$ cat src/rtl/ser_pkg.sv
package ser_pkg;

    // Number of marker bits wrapped around the data (one before, one after)
    localparam int MARK_BITS = 2;

    typedef enum logic [2:0] {
        TX_IDLE,
        TX_ARM,
        TX_SHIFT,
        TX_CLOSE,
        TX_TRAIL
    } tx_state_e;

    typedef enum logic [1:0] {
        RX_WAIT_LOW,
        RX_WAIT_MARK,
        RX_COLLECT
    } rx_state_e;

    // Bits on the wire per frame for a given data width
    function automatic int frame_bits(input int data_w);
        return data_w + MARK_BITS;
    endfunction

endpackage

$ cat src/rtl/ser_tick_gen.sv
module ser_tick_gen #(
    parameter int DIV_W = 8
) (
    input  logic             clk,
    input  logic             rst,
    input  logic [DIV_W-1:0] div,
    output logic             tick
);
    logic [DIV_W-1:0] cnt;
    logic [DIV_W-1:0] lim;

    // A divider of zero behaves as one; >= keeps a shrunken divider from stalling
    assign lim  = (div == '0) ? '0 : div - 1'b1;
    assign tick = (cnt >= lim);

    always_ff @(posedge clk) begin
        if (rst) begin
            cnt <= '0;
        end else if (tick) begin
            cnt <= '0;
        end else begin
            cnt <= cnt + 1'b1;
        end
    end
endmodule

$ cat src/rtl/ser_tx.sv
module ser_tx
    import ser_pkg::*;
#(
    parameter int DATA_W = 8,
    parameter int CNT_W  = 4
) (
    input  logic              clk,
    input  logic              rst,
    input  logic              tick,
    input  logic [DATA_W-1:0] data,
    input  logic              send,
    output logic              line,
    output logic              busy
);
    tx_state_e         state;
    logic [DATA_W-1:0] sh;
    logic              carry;
    logic [CNT_W-1:0]  left;

    always_ff @(posedge clk) begin
        if (rst) begin
            state <= TX_IDLE;
            sh    <= '0;
            carry <= 1'b0;
            left  <= '0;
            line  <= 1'b0;
            busy  <= 1'b0;
        end else begin
            case (state)
                TX_IDLE: begin
                    if (send) begin
                        sh    <= data;
                        carry <= 1'b0;
                        left  <= CNT_W'(DATA_W);
                        busy  <= 1'b1;
                        state <= TX_ARM;
                    end
                end
                TX_ARM: begin
                    if (tick) begin
                        line  <= 1'b1;
                        state <= TX_SHIFT;
                    end
                end
                TX_SHIFT: begin
                    if (tick) begin
                        // rotate right through carry; the bit shifted out drives the line
                        carry <= sh[0];
                        line  <= sh[0];
                        sh    <= {carry, sh[DATA_W-1:1]};
                        left  <= left - 1'b1;
                        if (left == CNT_W'(1)) begin
                            state <= TX_CLOSE;
                        end
                    end
                end
                TX_CLOSE: begin
                    if (tick) begin
                        line  <= 1'b1;
                        state <= TX_TRAIL;
                    end
                end
                TX_TRAIL: begin
                    if (tick) begin
                        line  <= 1'b0;
                        busy  <= 1'b0;
                        state <= TX_IDLE;
                    end
                end
                default: state <= TX_IDLE;
            endcase
        end
    end
endmodule

$ cat src/rtl/ser_rx.sv
module ser_rx
    import ser_pkg::*;
#(
    parameter int DATA_W = 8,
    parameter int CNT_W  = 4
) (
    input  logic              clk,
    input  logic              rst,
    input  logic              tick,
    input  logic              pin,
    output logic [DATA_W-1:0] data,
    output logic              valid
);
    rx_state_e         state;
    logic [DATA_W-1:0] sh;
    logic [DATA_W-1:0] sh_next;
    logic [CNT_W-1:0]  left;
    logic              carry_in;

    // sampled level enters the carry position and is rotated into the top
    assign carry_in = pin;
    assign sh_next  = {carry_in, sh[DATA_W-1:1]};

    always_ff @(posedge clk) begin
        if (rst) begin
            state <= RX_WAIT_LOW;
            sh    <= '0;
            left  <= '0;
            data  <= '0;
            valid <= 1'b0;
        end else begin
            valid <= 1'b0;
            case (state)
                RX_WAIT_LOW: begin
                    if (tick && !pin) begin
                        state <= RX_WAIT_MARK;
                    end
                end
                RX_WAIT_MARK: begin
                    if (tick && pin) begin
                        sh    <= '0;
                        left  <= CNT_W'(DATA_W);
                        state <= RX_COLLECT;
                    end
                end
                RX_COLLECT: begin
                    if (tick) begin
                        sh   <= sh_next;
                        left <= left - 1'b1;
                        if (left == CNT_W'(1)) begin
                            data  <= sh_next;
                            valid <= 1'b1;
                            state <= RX_WAIT_LOW;
                        end
                    end
                end
                default: state <= RX_WAIT_LOW;
            endcase
        end
    end
endmodule

$ cat src/rtl/ser_link.sv
module ser_link #(
    parameter int DATA_W = 8,
    parameter int DIV_W  = 8
) (
    input  logic              clk,
    input  logic              rst,
    input  logic [DIV_W-1:0]  bit_div,
    input  logic [DATA_W-1:0] tx_byte,
    input  logic              tx_send,
    output logic              tx_line,
    output logic              tx_busy,
    input  logic              rx_pin,
    output logic [DATA_W-1:0] rx_byte,
    output logic              rx_valid
);
    localparam int CNT_W = $clog2(DATA_W + 1);

    logic bit_tick;

    ser_tick_gen #(.DIV_W(DIV_W)) u_tick (
        .clk  (clk),
        .rst  (rst),
        .div  (bit_div),
        .tick (bit_tick)
    );

    ser_tx #(.DATA_W(DATA_W), .CNT_W(CNT_W)) u_tx (
        .clk  (clk),
        .rst  (rst),
        .tick (bit_tick),
        .data (tx_byte),
        .send (tx_send),
        .line (tx_line),
        .busy (tx_busy)
    );

    ser_rx #(.DATA_W(DATA_W), .CNT_W(CNT_W)) u_rx (
        .clk   (clk),
        .rst   (rst),
        .tick  (bit_tick),
        .pin   (rx_pin),
        .data  (rx_byte),
        .valid (rx_valid)
    );
endmodule

$ cat config.mk
export PLATFORM = sky130hd
export DESIGN_NAME = ser_link
export DESIGN_NICKNAME = d
export VERILOG_FILES = /design/src/rtl/ser_pkg.sv /design/src/rtl/ser_tick_gen.sv /design/src/rtl/ser_tx.sv /design/src/rtl/ser_rx.sv /design/src/rtl/ser_link.sv
export SDC_FILE = /design/constraint.sdc
export NUM_CORES = 1
export LEC_CHECK = 0
export BUFFER_PORTS_ARGS = -buffer_cell sky130_fd_sc_hd__buf_2
export CAP_MARGIN = 20
export CORE_MARGIN = 2
export CORE_UTILIZATION = 64
export CTS_BUF_LIST = sky130_fd_sc_hd__clkbuf_4
export DETAILED_ROUTE_END_ITERATION = 10
export GPL_ROUTABILITY_DRIVEN = 0
export GPL_TIMING_DRIVEN = 0
export PLACE_DENSITY_LB_ADDON = 0.15
export SLEW_MARGIN = 20
export SYNTH_ARGS = -nofsm -noshare
export SYNTH_HDL_FRONTEND = slang
export SYNTH_SLANG_ARGS = --single-unit
$ cat constraint.sdc
create_clock -name clk -period 5.3 [get_ports clk]
set_input_delay 1.06 -clock clk [delete_from_list [all_inputs] [get_ports clk]]
set_output_delay 1.06 -clock clk [all_outputs]
set_load 0.02 [all_outputs]
==> results of run 1 <==
==> metal layers <==
metal  vias up  routed length, um
li1       1041                  -
met1       907               2180
met2        43               2250
met3         2                178
met4         0                 25
met5         -                  0
==> power breakdown <==
group | leakage [nW] | internal, W | total (W) | switching, W
clock | 0.0454 | 0.000101 | 0.000216 | 0.000116
sequential | 0.390 | 0.000372 | 0.000381 | 0.00000909
combinational | 0.709 | 0.0000317 | 0.0000735 | 0.0000418
total | 1.14 | 0.000505 | 0.000671 | 0.000166
==> cells by family after synthesis <==
logic type / after synthesis / synth area share (%)
buf+inv: 26 / 4.35
simple gates: 92 / 17.6
compound gates: 58 / 17.7
xor+xnor: 13 / 4.60
flops: 48 / 38.8
mux: 19 / 7.73
fa+ha+maj: 18 / 9.10
==> worst max-delay path: stages <==
cell and delay, ns:
buf_2 0.10, inv_1 0.06, ha_1 0.15, nor2b_1 0.24, nand3b_1 0.16, or3_1 0.42, and2_1 0.20, ha_1 0.26
and3_1 0.14, o21ai_1 0.10, a31oi_4 0.31, nor2_1 0.20, nor3_1 0.75, a22o_1 0.24
==> cell type report <==
class | count | area share [%]
clock inverter | 3 | 1.72
sequential | 48 | 34.8
timing repair buffer | 29 | 5.25
buffer | 11 | 1.86
inverter | 15 | 2.04
tap | 48 | 2.17
multi-input combinational | 200 | 50.9
clock buffer | 5 | 1.36
==> cell usage in the layout, fill, tap and decap left out, types with 3 or more instances in the layout <==
master | synthesis | layout
clkbuf_1 | 8 | 8
o211ai_1 | 3 | 3
clkbuf_4 | 0 | 5
mux2i_1 | 18 | 18
a22o_1 | 9 | 9
or3_1 | 4 | 4
nor2b_1 | 5 | 5
dfxtp_1 | 48 | 48
nand2_1 | 11 | 11
nor2_1 | 39 | 39
nand2b_1 | 5 | 5
inv_1 | 15 | 15
xnor2_1 | 5 | 5
xor2_1 | 8 | 8
a21oi_1 | 10 | 10
a211oi_1 | 11 | 11
buf_2 | 2 | 31
nor3_1 | 10 | 10
ha_1 | 18 | 18
o21ai_0 | 6 | 6
nand3_1 | 8 | 8
==> flip-flops by register name (all words and copies together) (netlist names) <==
| name | flops |
|---|---|
| u_rx.state | 2 |
| u_rx.valid | 1 |
| u_rx.sh | 7 |
| u_tx.state | 3 |
| u_tx.sh | 8 |
| u_tx.left | 4 |
| u_rx.left | 4 |
| u_tx.busy | 1 |
| u_tx.line | 1 |
| u_tick.cnt | 8 |
| u_tx.carry | 1 |
| u_rx.data | 8 |
==> path summary, 6_finish.rpt <==
path,endpoint,depth (start not counted),from
hold / removal,u_tx.carry$_SDFFE_PP0P_,2,u_tx.carry$_SDFFE_PP0P_
setup / recovery,u_rx.sh[4]$_SDFFE_PP0P_,14,bit_div[0]
hold reg to reg,u_tx.carry$_SDFFE_PP0P_,2,u_tx.carry$_SDFFE_PP0P_
setup reg to reg,u_rx.sh[4]$_SDFFE_PP0P_,6,u_tick.cnt[7]$_SDFF_PP0_
==> stage by stage <==
stage                     util [%]  hold slack, ns  setup WS [ns]  power, W
after floorplan                  -           0.441           1.47  0.000440
after global placement        72.7           0.458          0.895  0.000459
after detailed placement      72.7           0.468          0.798  0.000463
after CTS                     75.0           0.488           1.20  0.000677
after global routing          75.0           0.500          0.945  0.000705
final                         75.0           0.485           1.20  0.000671
==> results by group, run 1 <==
Clock tree
  – Cts repair resizes: 0
  – CTS tree: done
  – H-Tree Depth: 2
  – CTS Hold Bufs: 0
  – Clk buf depth: 2
  – Clock Pin Slew Worst Setup and Hold Paths: 0.14 ns
  – TritonCTS Buffers: 5
  – Postcts setup bufs: 0
  – Clock Sinks: 48
  – Clk root buf: clkbuf_4
  – Clk_lat worst skew: 0.35 ns

Synthesis
  – Ys async rst share: 0%
  – Yosys reg bits: 48
  – Ys Warns: 0
  – Post-Synthesis Net Count: 312
  – Share of the synthesized area in the top cell type: 38.8%
  – Library cells used by synthesis: 47
  – Post-synth top cells: 48 x dfxtp_1, 39 x nor2_1, 18 x ha_1, 18 x mux2i_1, 15 x inv_1
  – Post-Syn Instances: 274
  – Syn avg cell area: 9.03 um^2
  – Netlist Area Pre-Place: 2470 um^2
  – Number of flops mapped to enable cells by yosys: 0
  – Seq/Total Area, Yosys: 38.8%
  – Largest cells by area after synthesis: dfxtp_1 39%, ha_1 9.1%, mux2i_1 7.3%, nor2_1 5.9%, a211oi_1 3.3%
  – Cell accounting for the most synthesized area: dfxtp_1
  – Post-synth top flop: dfxtp_1
  – Top-count cell post-synth: dfxtp_1

Critical path
  – Type of the worst setup path: in -> reg
  – Setup crit start kind: input pin
  – Critical Path AT: 4.41 ns
  – Reg2Reg Setup Slack: 2.76 ns
  – CP Max Fanout: 9
  – Worst EP required: 5.61 ns
  – CP Capture Type: flip-flop

Place
  – Inst Count DP: 351
  – DP HPWL: 3.51 mm
  – Placed Area: 2680 um^2
  – I/O Buffers: 29

Power
  – Max VDD drop: 0.130 mV
  – Cell Pwr Density: 243 nW/um^2
  – Leakage power: 1.14 nW

Die
  – Chip Width: 66.2 um
  – Die H: 66.2 um
  – Die area: 4380 um^2
  – Initial Utilization: 67.1%
  – # rows: 22
  – Number of I/O pins: 31
  – Core Region: 3690 um^2

GRT
  – GRT Total Usage: 22.8%
  – GR Layer Usage met3: 5.96%
  – Initial antenna violation count: 0
  – Vias in the first global route: 1,798
  – Met1 Track Usage GR: 28.0%
  – Met2 Use GR: 39.4%
  – Overflow after GRT: 0
  – Busiest grt layer: met2
  – Largest net degree at the start of global routing: 17
  – Global-route wire length before repair: 7.78 mm

Layout
  – Area growth syn-to-layout: 11.7%
  – Layout filler cell count: 285
  – Count of non-filler cells in the finished layout: 359
  – Share of cells above drive strength 1: 14.1%
  – Post-Layout Inst Area: 2770 um^2
  – Antenna Diode Count: 0
  – Multi-input logic area: 1410 um^2
  – Final net count: 348
  – Register area: 961 um^2

Timing
  – Period utilization: 77.4%
  – Slew Viols, Final: 0
  – Fin. Hold Viols: 0
  – Min cycle time layout: 4.10 ns
  – Fmax: 244 MHz
  – Final-report setup violation count: 0
  – RSZ-0062 raised after global routing: false
  – Fin Clk Skew: 0.0134 ns
  – Slew headroom: 43.5%
  – Worst Max-Slew Pin Slew: 0.841 ns
  – Final TNS setup: 0 ns

Drt
  – Initial DRC count: 131
  – Routed vias: 1,993
  – Avg Vias per Cell: 5.55
  – Drt wl/cell: 12.9 um
  – TritonRoute pass-1 iters: 4
  – Wirelength, routed: 4.63 mm
  – # DRC: 0
  – Final ANT Viol Nets: 0

Flow run
  – Max_cap viols: 0

Outcome
  – Outcome: finished clean

Min path
  – Worst min-delay path class: reg -> reg
Power figures use the tool's default switching activity.
==> run 2, diff against run 1 <==
- CORE_UTILIZATION: 64 -> 60
- clock period: 5.3 -> 4.1 ns (I/O delays scaled with it)
==> run 2 against run 1 <==
  * Design area about the same
  * Sequential power up 29%
  * Highest routed layer unchanged
  * Sequential share of layout area hardly changed
  * Clock skew is 0.0034 ns lower
  * Die area up 6.3%
  * Core utilization shrank 5.4 points
  * Cell count increased by 0.56%
  * Critical endpoint is now u_rx.sh[6]$_SDFFE_PP0P_
  * Via count decreased by 0.70%
==> results by group, run 2 (synthesis results as in run 1) <==
Die
  – # rows: 23 (+4.5%)
  – Number of I/O pins: 31 (unchanged)
  – Initial Utilization: 62.3% (-4.8 points)
  – Core Region: 3970 um^2 (+7.7%)
  – Chip Width: 68.2 um (+3.1%)
  – Die area: 4650 um^2 (+6.3%)
  – Die H: 68.2 um (+3.1%)

Min path
  – Hold Startpoint: u_tx.busy$_SDFFE_PP0P_
  – Hold Path Depth: 2 (unchanged)
  – Worst min-delay path class: reg -> reg
  – Worst Hold End: u_tx.busy$_SDFFE_PP0P_

Layout
  – Share of cells above drive strength 1: 14.1% (unchanged)
  – Area growth syn-to-layout: 11.6% (about the same)
  – Commonest non-fill, non-tap cell in the layout: dfxtp_1
  – Antenna Diode Count: 0 (unchanged)
  – Largest regs: u_rx.data: 8 flops, u_tick.cnt: 8 flops, u_tx.sh: 8 flops
  – Final net count: 348 (unchanged)
  – Most frequent cells in the layout: 48 x dfxtp_1, 39 x nor2_1, 31 x buf_2
  – Multi-input logic area: 1410 um^2 (unchanged)
  – Layout filler cell count: 324 (+14%)
  – Register area: 961 um^2 (unchanged)
  – Count of non-filler cells in the finished layout: 361 (+0.56%)

Critical path
  – RR Endpoint: u_rx.sh[6]$_SDFFE_PP0P_
  – Crit path largest cell delay: 0.76 ns (about the same)
  – Worst EP required: 4.41 ns (-1.20 ns)
  – Type of the worst setup path: in -> reg
  – Reg2Reg Setup Slack: 1.44 ns (-1.32 ns)
  – CP Capture Type: flip-flop
  – Most frequent CP cell: ha_1
  – CP Max Fanout: 9 (unchanged)
  – Setup crit start kind: input pin
  – Slowest-stage cell, CP: nor3_1
  – Worst Reg2Reg Path Length in Cells: 6 (unchanged)
  – Critical path, cell by cell: buf_2 > inv_1 > ha_1 > nor2b_1 > nand3b_1 > or3_1 > and2_1 > ha_1 > and3_1 > o21ai_1 > a31oi_4 > nor2_1 > nor3_1 > a22o_1
  – Worst reg2reg startpoint: u_tick.cnt[7]$_SDFF_PP0_
  – Critical Path AT: 4.18 ns (-0.23 ns)

Clock tree
  – Clk buf depth: 2 (unchanged)
  – Clock Pin Slew Worst Setup and Hold Paths: 0.14 ns (about the same)
  – H-Tree Depth: 2 (unchanged)
  – Postcts setup bufs: 0 (unchanged)
  – TritonCTS Buffers: 5 (unchanged)
  – CTS Hold Bufs: 0 (unchanged)
  – Clk_lat worst skew: 0.36 ns (about the same)
  – Cts repair resizes: 0 (unchanged)
  – Clk root buf: clkbuf_4
  – CTS tree: done
  – Clock Sinks: 48 (unchanged)

Place
  – I/O Buffers: 29 (unchanged)
  – DP HPWL: 3.42 mm (-2.7%)
  – Inst Count DP: 353 (+0.57%)

GRT
  – Initial antenna violation count: 0 (unchanged)
  – Vias in the first global route: 1,729 (-3.8%)
  – Global-route wire length before repair: 7.43 mm (-4.5%)
  – Largest net degree at the start of global routing: 16 (-1)
  – Overflow after GRT: 0 (unchanged)
  – GRT Total Usage: 21.0% (-1.8 points)

Drt
  – Final ANT Viol Nets: 0 (unchanged)
  – Wirelength, routed: 4.58 mm (-1.1%)
  – Routed vias: 1,979 (-0.70%)
  – TritonRoute pass-1 iters: 4 (unchanged)
  – Initial DRC count: 106 (-19%)
  – Avg Vias per Cell: 5.48 (-1.3%)
  – Drt wl/cell: 12.7 um (-1.7%)
  – # DRC: 0 (unchanged)

Timing
  – Slew Viols, Final: 0 (unchanged)
  – Final-report setup violation count: 0 (unchanged)
  – Fmax: 259 MHz
  – Fin. Hold Viols: 0 (unchanged)
  – Slew headroom: 43.0% (-0.55 points)
  – Worst Max-Slew Pin Slew: 0.849 ns (+0.00822 ns)
  – Fin Clk Skew: 0.0100 ns (-0.00335 ns)
  – Min cycle time layout: 3.87 ns
  – Period utilization: 94.4%
  – Min Hold Slack: 0.496 ns (+0.0104 ns)
  – RSZ-0062 raised after global routing: false

Power
  – Cell Pwr Density: 314 nW/um^2 (+29%)
  – Leakage power: 1.14 nW (-0.37%)
  – Power, Total: 0.000866 W (+29%)
  – Max VDD drop: 0.218 mV (+67%)

Flow run
  – Max_cap viols: 0 (unchanged)

Outcome
  – Outcome: finished clean
[run 2: through the flow]
| stage | cell area [um^2] | worst slack, ns | TNS (ns) | utilization [%] |
|---|---|---|---|---|
| 2_1_floorplan | 2470 | 0.505 | 0 | - |
| 3_3_place_gp | 2680 | -0.0330 | -0.183 | 67.5 |
| 3_5_place_dp | 2680 | -0.141 | -1.08 | 67.5 |
| 4_1_cts | 2760 | 0.243 | 0 | 69.6 |
| 5_1_grt | 2760 | 0.0381 | 0 | 69.6 |
| 6_report | 2760 | 0.232 | 0 | 69.6 |
[run 2: worst max-delay path: cells and delay by family]
kind            cells  cell delay, ns
buf+inv             2            0.18
fa+ha+maj           2            0.42
compound gates      3            0.66
simple gates        7            2.11
[run 2: worst max path at each step]
stage / from / end / slack, ns / depth (start not counted)
final: bit_div[0] / u_rx.sh[6]$_SDFFE_PP0P_ / 0.23 / 14
after global routing: bit_div[0] / u_rx.sh[3]$_SDFFE_PP0P_ / 0.04 / 14
after CTS: bit_div[0] / u_rx.sh[6]$_SDFFE_PP0P_ / 0.24 / 14
after detailed placement: bit_div[0] / u_rx.sh[6]$_SDFFE_PP0P_ / -0.14 / 14
after global placement: bit_div[0] / u_rx.sh[6]$_SDFFE_PP0P_ / -0.03 / 14
after floorplan: bit_div[0] / u_rx.left[1]$_SDFFE_PP0P_ / 0.51 / 14
[run 2: area by class of cell]
class / count / share of cell area, %
Multi-Input combinational cell: 200 / 50.9
Inverter: 15 / 2.04
Tap cell: 50 / 2.26
Sequential cell: 48 / 34.8
Timing Repair Buffer: 29 / 5.25
Clock inverter: 3 / 1.54
Clock buffer: 5 / 1.36
Buffer: 11 / 1.86
[run 2: layer usage]
| metal | vias to the layer above | share of wire, % | track usage [%] |
|---|---|---|---|
| met5 | - | 0 | 0 |
| met2 | 38 | 46 | 34.0 |
| met3 | 8 | 3.1 | 4.93 |
| met4 | 0 | 1.7 | 7.50 |
| li1 | 1040 | - | - |
| met1 | 893 | 50 | 27.2 |
[run 2: where the power goes]
group	leakage (nW)	switching, W	total, W	internal, W
clock	0.0412	0.000152	0.000280	0.000127
combinational	0.709	0.0000530	0.0000940	0.0000410
sequential	0.390	0.0000115	0.000493	0.000481
total	1.14	0.000217	0.000866	0.000649
==> run 3, diff against run 2 <==
- BUFFER_PORTS_ARGS: -buffer_cell sky130_fd_sc_hd__buf_2 -> -buffer_cell sky130_fd_sc_hd__clkbuf_2
==> run 3 against run 2 <==
  * Design area unchanged
  * Critical path depth did not move
  * Critical endpoint unchanged
  * Sequential power about the same
  * Clock skew grew 0.0031 ns
  * Clock-buffer cell count is the same
  * Via count fell by 0.35%
  * Sequential share of layout area is the same
  * Total power shrank 0.23%
  * Clock power hardly changed
  * Non-clock buffer count unchanged
  * Hold slack got worse by 0.0068 ns
  * Register-to-register slack better by 0.12 ns
==> results by group, run 3 (synthesis results as in run 1) <==
Outcome
  – Outcome: finished clean

Min path
  – Worst min-delay path class: reg -> reg
  – Hold Path Depth: 1 (-1)

Die
  – Initial Utilization: 62.3% (unchanged)
  – # rows: 23 (unchanged)
  – Core Region: 3970 um^2 (unchanged)
  – Chip Width: 68.2 um (unchanged)
  – Die area: 4650 um^2 (unchanged)
  – Number of I/O pins: 31 (unchanged)
  – Die H: 68.2 um (unchanged)

Critical path
  – Crit path largest cell delay: 0.72 ns (-0.04 ns)
  – Worst Reg2Reg Path Length in Cells: 6 (unchanged)
  – Delay-heaviest family, CP: simple AND/OR/NAND/NOR gates
  – Critical Path AT: 4.08 ns (-0.10 ns)
  – Critical path, cell by cell: clkbuf_2 > inv_1 > ha_1 > nor2b_1 > nand3b_1 > or3_1 > and2_1 > ha_1 > and3_1 > o21ai_1 > a31oi_4 > nor2_1 > nor3_1 > a22o_1
  – Worst EP required: 4.40 ns (about the same)
  – Levels on crit path: 14 (unchanged)
  – Setup crit start kind: input pin
  – Type of the worst setup path: in -> reg
  – Slowest-stage cell, CP: nor3_1
  – CP Buf/Inv Count: 2 (unchanged)
  – CP Max Fanout: 9 (unchanged)
  – CP Capture Type: flip-flop
  – Most frequent CP cell: ha_1

Layout
  – Share of cells above drive strength 1: 14.1% (unchanged)
  – Most frequent cells in the layout: 48 x dfxtp_1, 39 x nor2_1, 29 x clkbuf_2
  – Layout filler cell count: 338 (+4.3%)
  – Register area: 961 um^2 (unchanged)
  – Commonest non-fill, non-tap cell in the layout: dfxtp_1
  – Count of non-filler cells in the finished layout: 361 (unchanged)
  – Util after Layout: 69.6% (unchanged)
  – Antenna Diode Count: 0 (unchanged)
  – Final net count: 348 (unchanged)
  – Largest regs: u_rx.data: 8 flops, u_tick.cnt: 8 flops, u_tx.sh: 8 flops
  – Multi-input logic area: 1410 um^2 (unchanged)
  – Area growth syn-to-layout: 11.6% (unchanged)

Flow run
  – Max_cap viols: 0 (unchanged)

GRT
  – Largest net degree at the start of global routing: 16 (unchanged)
  – Vias in the first global route: 1,730 (+0.058%)
  – GRT Total Usage: 21.3% (+0.33 points)
  – Overflow after GRT: 0 (unchanged)
  – Global-route wire length before repair: 7.53 mm (+1.4%)
  – Initial antenna violation count: 0 (unchanged)

Clock tree
  – CTS Hold Bufs: 0 (unchanged)
  – Clock Pin Slew Worst Setup and Hold Paths: 0.13 ns (about the same)
  – Cts repair resizes: 0 (unchanged)
  – Clock Sinks: 48 (unchanged)
  – TritonCTS Buffers: 5 (unchanged)
  – CTS tree: done
  – Postcts setup bufs: 0 (unchanged)
  – Clk_lat worst skew: 0.36 ns (about the same)
  – H-Tree Depth: 2 (unchanged)
  – Clk root buf: clkbuf_4
  – Clk buf depth: 2 (unchanged)

Drt
  – Final ANT Viol Nets: 0 (unchanged)
  – Initial DRC count: 116 (+9.4%)
  – # DRC: 0 (unchanged)
  – Avg Vias per Cell: 5.46 (-0.35%)
  – TritonRoute pass-1 iters: 4 (unchanged)
  – Wirelength, routed: 4.45 mm (-2.8%)
  – Drt wl/cell: 12.3 um (-2.8%)
  – Routed vias: 1,972 (-0.35%)

Timing
  – Slew Viols, Final: 0 (unchanged)
  – RSZ-0062 raised after global routing: false
  – Fmax: 265 MHz (+2.5%)
  – Slew headroom: 46.4% (+3.4 points)
  – Fin. Hold Viols: 0 (unchanged)
  – Worst Max-Slew Pin Slew: 0.798 ns (-0.0505 ns)
  – Fin Clk Skew: 0.0131 ns (+0.00306 ns)
  – Final-report setup violation count: 0 (unchanged)
  – Period utilization: 92.0% (-2.3 points)
  – Min cycle time layout: 3.77 ns (-0.0958 ns)

Place
  – I/O Buffers: 29 (unchanged)
  – DP HPWL: 3.39 mm (-0.73%)
  – Inst Count DP: 353 (unchanged)

Power
  – Cell Pwr Density: 313 nW/um^2 (-0.23%)
  – Max VDD drop: 0.195 mV (-11%)
  – Leakage power: 1.13 nW (-0.49%)
[run 3: cell count changes in the layout (fill, tap and decap cells not counted)]
cell      change
buf_2        -29
clkbuf_2     +29
[run 3: metrics by stage]
stage | instance area (um^2) | TNS, ns | hold WS, ns | total power [W] | setup slack, ns
finish | 2760 | 0 | 0.489 | 0.000864 | 0.327
global route | 2760 | 0 | 0.524 | 0.000907 | 0.0266
CTS | 2760 | 0 | 0.499 | 0.000872 | 0.296
detailed placement | 2680 | -0.505 | 0.466 | 0.000598 | -0.0682
global placement | 2680 | -0.0691 | 0.462 | 0.000593 | -0.0184
floorplan | 2470 | 0 | 0.441 | 0.000568 | 0.505
[run 3: layout make-up]
cell class / count / area share [%]
buffer: 11 / 1.86
multi-input combinational: 200 / 50.9
clock buffer: 5 / 1.36
inverter: 15 / 2.04
sequential: 48 / 34.8
tap: 50 / 2.26
clock inverter: 3 / 1.54
timing repair buffer: 29 / 5.25
[run 3: path summary, 6_finish.rpt]
path,start,endpoint,slack (ns)
min reg2reg,u_tick.cnt[0]$_SDFF_PP0_,u_tick.cnt[0]$_SDFF_PP0_,0.49
max reg2reg,u_tick.cnt[5]$_SDFF_PP0_,u_rx.sh[6]$_SDFFE_PP0P_,1.56
min,u_tick.cnt[0]$_SDFF_PP0_,u_tick.cnt[0]$_SDFF_PP0_,0.49
max,bit_div[0],u_rx.sh[6]$_SDFFE_PP0P_,0.33
[run 3: metal layers]
layer | track usage (%) | routed length [um]
met1 | 27.8 | 2140
met2 | 34.2 | 2090
met3 | 5.26 | 157
met4 | 7.50 | 63
met5 | 0 | 0
[run 3: report_power, final]
part / total, W / switching (W) / internal, W / leakage, nW
sequential: 0.000493 / 0.0000114 / 0.000481 / 0.390
clock: 0.000278 / 0.000151 / 0.000127 / 0.0412
combinational: 0.0000938 / 0.0000527 / 0.0000411 / 0.703
[run 3: worst reg2reg max path, delay by kind of cell, from the launching register on]
kind,cells,cell delay [ns]
AND/OR/NAND/NOR,2,1.01
AO/OA/AOI/OAI,3,0.79
flip-flops,1,0.37
adder cells (fa/ha/maj),1,0.31
